### config.mk
export PLATFORM = sky130hd
export DESIGN_NAME = staged_clock_divider
export DESIGN_NICKNAME = d
export VERILOG_FILES = /design/src/rtl/sdiv_pkg.sv /design/src/rtl/sdiv_ctrl.sv /design/src/rtl/sdiv_datapath.sv /design/src/rtl/staged_clock_divider.sv
export SDC_FILE = /design/constraint.sdc
export NUM_CORES = 1
export LEC_CHECK = 0
export ABC_AREA = 1
export BUFFER_PORTS_ARGS = -buffer_cell sky130_fd_sc_hd__buf_2
export CAP_MARGIN = 20
export CORE_MARGIN = 2
export CORE_UTILIZATION = 54
export DETAILED_ROUTE_END_ITERATION = 8
export GPL_TIMING_DRIVEN = 1
export PLACE_DENSITY = 0.82
export RECOVER_POWER = 50
export SYNTH_ARGS = -nofsm -noshare
export SYNTH_HDL_FRONTEND = slang
export SYNTH_SLANG_ARGS = --single-unit
export TNS_END_PERCENT = 20
### constraint.sdc
create_clock -name clk -period 2.3 [get_ports clk]
set_input_delay 0.115 -clock clk [delete_from_list [all_inputs] [get_ports clk]]
set_output_delay 0.115 -clock clk [all_outputs]
set_load 0.1 [all_outputs]
### src/rtl/sdiv_pkg.sv
package sdiv_pkg;
  parameter int CNT_W = 4;

  // Control-to-datapath strobes: commit pulse plus the staged pair.
  typedef struct packed {
    logic             commit;
    logic [CNT_W-1:0] lo;
    logic [CNT_W-1:0] hi;
  } cfgStrobe_t;
endpackage

### src/rtl/sdiv_ctrl.sv
module sdiv_ctrl
  import sdiv_pkg::*;
#(
  parameter int LO_RST = 2,
  parameter int HI_RST = 2
) (
  input  logic             clk,
  input  logic             rstN,
  input  logic             wrLo,
  input  logic [CNT_W-1:0] wrLoData,
  input  logic             wrHi,
  input  logic [CNT_W-1:0] wrHiData,
  input  logic             boundary,
  output cfgStrobe_t       strobe,
  output logic             busy
);
  logic [CNT_W-1:0] stagedLoQ;
  logic [CNT_W-1:0] stagedHiQ;
  logic             pendingQ;
  logic             commit;

  assign commit = pendingQ & boundary;

  always_comb begin
    strobe.commit = commit;
    strobe.lo     = stagedLoQ;
    strobe.hi     = stagedHiQ;
  end

  assign busy = pendingQ;

  always_ff @(posedge clk or negedge rstN) begin
    if (!rstN) begin
      stagedLoQ <= CNT_W'(LO_RST);
      stagedHiQ <= CNT_W'(HI_RST);
      pendingQ  <= 1'b0;
    end else begin
      if (wrLo) stagedLoQ <= wrLoData;
      if (wrHi) begin
        stagedHiQ <= wrHiData;
        pendingQ  <= 1'b1;   // a new arm wins over a commit on the same edge
      end else if (commit) begin
        pendingQ  <= 1'b0;
      end
    end
  end

  assert_hi_write_busy_R5: assert property (@(posedge clk) disable iff (!rstN)
    wrHi |=> busy);

  assert_busy_holds_R5: assert property (@(posedge clk) disable iff (!rstN)
    (busy && !boundary) |=> busy);

  assert_lo_only_idle_R4: assert property (@(posedge clk) disable iff (!rstN)
    (!busy && wrLo && !wrHi) |=> !busy);

  assert_rearm_on_commit_R8: assert property (@(posedge clk) disable iff (!rstN)
    (busy && boundary && wrHi) |=> busy);
endmodule

### src/rtl/sdiv_datapath.sv
module sdiv_datapath
  import sdiv_pkg::*;
#(
  parameter int NUM_OUT = 2,
  parameter int LO_RST  = 2,
  parameter int HI_RST  = 2
) (
  input  logic               clk,
  input  logic               rstN,
  input  cfgStrobe_t         strobe,
  output logic               boundary,
  output logic [NUM_OUT-1:0] divClk,
  output logic [CNT_W-1:0]   activeLo,
  output logic [CNT_W-1:0]   activeHi
);
  logic [CNT_W-1:0] actLoQ;
  logic [CNT_W-1:0] actHiQ;
  logic [CNT_W-1:0] cntQ;
  logic             phaseQ;   // 0 = low phase, 1 = high phase
  logic [CNT_W-1:0] effLo;
  logic [CNT_W-1:0] effHi;
  logic [CNT_W-1:0] lastLo;
  logic [CNT_W-1:0] lastHi;

  // A zero count is stretched to one cycle.
  assign effLo  = (actLoQ == '0) ? CNT_W'(1) : actLoQ;
  assign effHi  = (actHiQ == '0) ? CNT_W'(1) : actHiQ;
  assign lastLo = effLo - CNT_W'(1);
  assign lastHi = effHi - CNT_W'(1);

  assign boundary = phaseQ && (cntQ == lastHi);

  always_ff @(posedge clk or negedge rstN) begin
    if (!rstN) begin
      phaseQ <= 1'b0;
      cntQ   <= '0;
      actLoQ <= CNT_W'(LO_RST);
      actHiQ <= CNT_W'(HI_RST);
    end else if (!phaseQ) begin
      if (cntQ == lastLo) begin
        phaseQ <= 1'b1;
        cntQ   <= '0;
      end else begin
        cntQ <= cntQ + CNT_W'(1);
      end
    end else if (boundary) begin
      phaseQ <= 1'b0;
      cntQ   <= '0;
      if (strobe.commit) begin
        actLoQ <= strobe.lo;
        actHiQ <= strobe.hi;
      end
    end else begin
      cntQ <= cntQ + CNT_W'(1);
    end
  end

  generate
    for (genvar g = 0; g < NUM_OUT; g++) begin : gOut
      assign divClk[g] = phaseQ;
    end
  endgenerate

  assign activeLo = actLoQ;
  assign activeHi = actHiQ;

  assert_apply_at_boundary_R6: assert property (@(posedge clk) disable iff (!rstN)
    !$stable({actLoQ, actHiQ}) |-> $fell(phaseQ));

  assert_low_count_range_R2: assert property (@(posedge clk) disable iff (!rstN)
    !phaseQ |-> (cntQ < effLo));

  assert_high_count_range_R2: assert property (@(posedge clk) disable iff (!rstN)
    phaseQ |-> (cntQ < effHi));

  assert_short_high_R3: assert property (@(posedge clk) disable iff (!rstN)
    (phaseQ && actHiQ <= CNT_W'(1)) |=> !phaseQ);

  assert_short_low_R3: assert property (@(posedge clk) disable iff (!rstN)
    (!phaseQ && actLoQ <= CNT_W'(1)) |=> phaseQ);
endmodule

### src/rtl/staged_clock_divider.sv
module staged_clock_divider
  import sdiv_pkg::*;
#(
  parameter int NUM_OUT = 2,
  parameter int LO_RST  = 2,
  parameter int HI_RST  = 2
) (
  input  logic               clk,
  input  logic               rstN,
  input  logic               wrLo,
  input  logic [3:0]         wrLoData,
  input  logic               wrHi,
  input  logic [3:0]         wrHiData,
  output logic [NUM_OUT-1:0] divClk,
  output logic               busy,
  output logic [3:0]         activeLo,
  output logic [3:0]         activeHi
);
  cfgStrobe_t strobe;
  logic       boundary;

  sdiv_ctrl #(.LO_RST(LO_RST), .HI_RST(HI_RST)) u_ctrl (
    .clk      (clk),
    .rstN     (rstN),
    .wrLo     (wrLo),
    .wrLoData (wrLoData),
    .wrHi     (wrHi),
    .wrHiData (wrHiData),
    .boundary (boundary),
    .strobe   (strobe),
    .busy     (busy)
  );

  sdiv_datapath #(.NUM_OUT(NUM_OUT), .LO_RST(LO_RST), .HI_RST(HI_RST)) u_dp (
    .clk      (clk),
    .rstN     (rstN),
    .strobe   (strobe),
    .boundary (boundary),
    .divClk   (divClk),
    .activeLo (activeLo),
    .activeHi (activeHi)
  );

  assert_outputs_match_R7: assert property (@(posedge clk) disable iff (!rstN)
    (divClk == {NUM_OUT{divClk[0]}}));
endmodule

==> results.tsv <==
metric	value	unit
dr.pass1.iters	4	
cap_violations	0	
final_cell_mix	nand2_1, buf_2, dfrtp_1, inv_1, nand3_1	
cp-end-kind	flop	
rsz0062_at_grt	no	
nets	194	
synth_nets	168	
final_common_cell	nand2_1	
final-hold-violation-count	0	
outcome	complete, no violations	
timing.final.crit_share	90.9	%
ys_seq_area_share	44.8	%
drcViolationCount	0	
ys.warnings.count	0	
whs_path_depth	3	
post_cts_resized	0	
wl_per_cell	12.6	um
place_congestion	0.883	
grt_pass1_vias	1018	
core_area	2190	um2
totalWireLength	2.59	mm
synthesis.area	1240	um2
clock_sinks	22	
htreeDepth	1	
post_cts_buffers	0	
slew_headroom	21.8	%
grt_pass1_wl	4.24	mm
area_delta_synth_final	13.7	%
period_needed	2.09	ns
synth_cells	153	
grt_max_degree	23	
synth-seq-cells	22	
cts_buffer_depth	2	
num_io_pins	23	
cts-root-buf	clkbuf_4	
cp_data_arrival_time	2.29	ns
grt_antenna_before_repair	0	
dieArea	2700	um2
required	2.50	ns
num_rows	17	
port_buffers	22	
postSynthAreaPerCell	8.11	um2
yosysUniqueCellTypes	22	
cp-start-kind	flop	
worst-setup-path-type	reg -> reg	
max_freq	478	MHz
initial_core_util	56.7	%
die_h	51.9	um
grt_overflow	0	
dr_total_vias	1069	
hpwl	1.96	mm
layout.cells.non_filler	206	
numCtsBuffers	3	
drv_slew	0	
fp.dieW	51.9	um
drive_gt1_share	23.6	%
clock_latency	0.30	ns
reg2reg_depth	11	
n_antenna_cell	0	
finClkSkew	0.00461	ns
hp-class	in -> reg	
utilization	64.4	%
worstMarginPinSlew	1.17	ns
dp_cells	199	
setup_viol	0	
track_usage	20.8	%
worst-path-max-fanout	8	
drtIter0Drc	25	
final_antenna_net_count	0	
clkTransAtPathRegs	0.12	ns
viasPerCell	5.19	
cts_tree	built	
tns	0	ns
fillers	211	
-- cells by family after synthesis --
| logic type | share of synthesized area, % |
|---|---|
| buf+inv | 7.76 |
| xor+xnor | 3.53 |
| flops | 44.8 |
| compound gates | 1.92 |
| fa+ha+maj | 3.02 |
| simple gates | 35.4 |
| mux | 3.63 |
-- layer usage --
layer,up-vias,wire length [um],track usage (%)
met3,6,61,2.30
met4,0,47,10.1
met1,504,1180,24.6
met5,-,0,0
met2,17,1300,36.9
li1,542,-,-
-- worst max-delay path: stages (launching register included) --
cell and delay [ns]:
dfstp_2 0.59, nor2_1 0.06, nand2_1 0.08, nand2_1 0.07
inv_1 0.06, ha_1 0.25, xor2_1 0.27, nand3_2 0.13
nor2_4 0.17, nand4_4 0.14, nand2_1 0.12, nand2_1 0.06
-- sequential cells by signal (all words and copies together) (netlist names) --
register          count
u_dp.activeLo         4
u_ctrl.stagedHiQ      4
u_ctrl.stagedLoQ      4
u_dp.cntQ             4
u_dp.activeHi         4
u_ctrl.busy           1
u_dp.phaseQ           1
-- through the flow --
| step | instance area, um2 | setup slack [ns] | hold slack, ns |
|---|---|---|---|
| after floorplan | 1240 | 0.0223 | -0.181 |
| after global placement | 1360 | 0.435 | 0.0911 |
| after detailed placement | 1360 | 0.260 | 0.103 |
| after CTS | 1410 | 0.231 | 0.00165 |
| after global routing | 1410 | 0.0575 | 0.00889 |
| final | 1410 | 0.209 | 0.00607 |
-- area by class of cell --
cell class / count / area [um2] / share of cell area, %
clock buffer: 4 / 26.3 / 1.86
multi-input combinational: 110 / 589 / 41.8
sequential: 22 / 558 / 39.5
timing repair buffer: 25 / 139 / 9.84
tap: 28 / 35.0 / 2.48
inverter: 17 / 63.8 / 4.52
-- path summary, 6_finish.rpt --
kind / endpoint / slack [ns] / startpoint
setup / recovery: u_dp.activeHi[2] / 0.21 / u_dp.activeHi[1]
hold / removal: u_ctrl.stagedHiQ[2] / 0.006 / wrHiData[2]
setup reg to reg: u_dp.activeHi[2] / 0.21 / u_dp.activeHi[1]
hold reg to reg: u_ctrl.stagedHiQ[1] / 0.49 / u_ctrl.stagedHiQ[1]
max in group asynchronous: u_dp.activeHi[2] / 0.98 / rstN
min in group asynchronous: u_dp.phaseQ / 0.55 / rstN
-- synth_stat cells --
master,n,area [um2]
clkbuf_1,1,3.75
nand4_1,8,50.1
buf_4,2,15.0
dfstp_2,4,105
a21oi_1,2,10.0
o21ai_1,1,5.00
nand3_2,2,20.0
inv_2,2,7.51
xor2_1,3,26.3
dfrtp_1,18,450
nand3_1,15,75.1
inv_1,15,56.3
nand4_4,1,21.3
ha_1,3,37.5
clkbuf_8,1,13.8
o21ai_2,1,8.76
nand2_2,1,6.26
nor2_1,3,11.3
nand2_1,62,233
nor2_4,2,22.5
mux2_2,4,45.0
xnor2_1,2,17.5
-- repair_timing --
item / in CTS / in global routing
endpoints found under the hold margin: 20 / 0
hold buffers: 3 / 0
endpoints found under the setup margin: 0 / 0
Power is not shown: default switching activity piles up to over one toggle a cycle in this logic, so the estimate is an artifact.
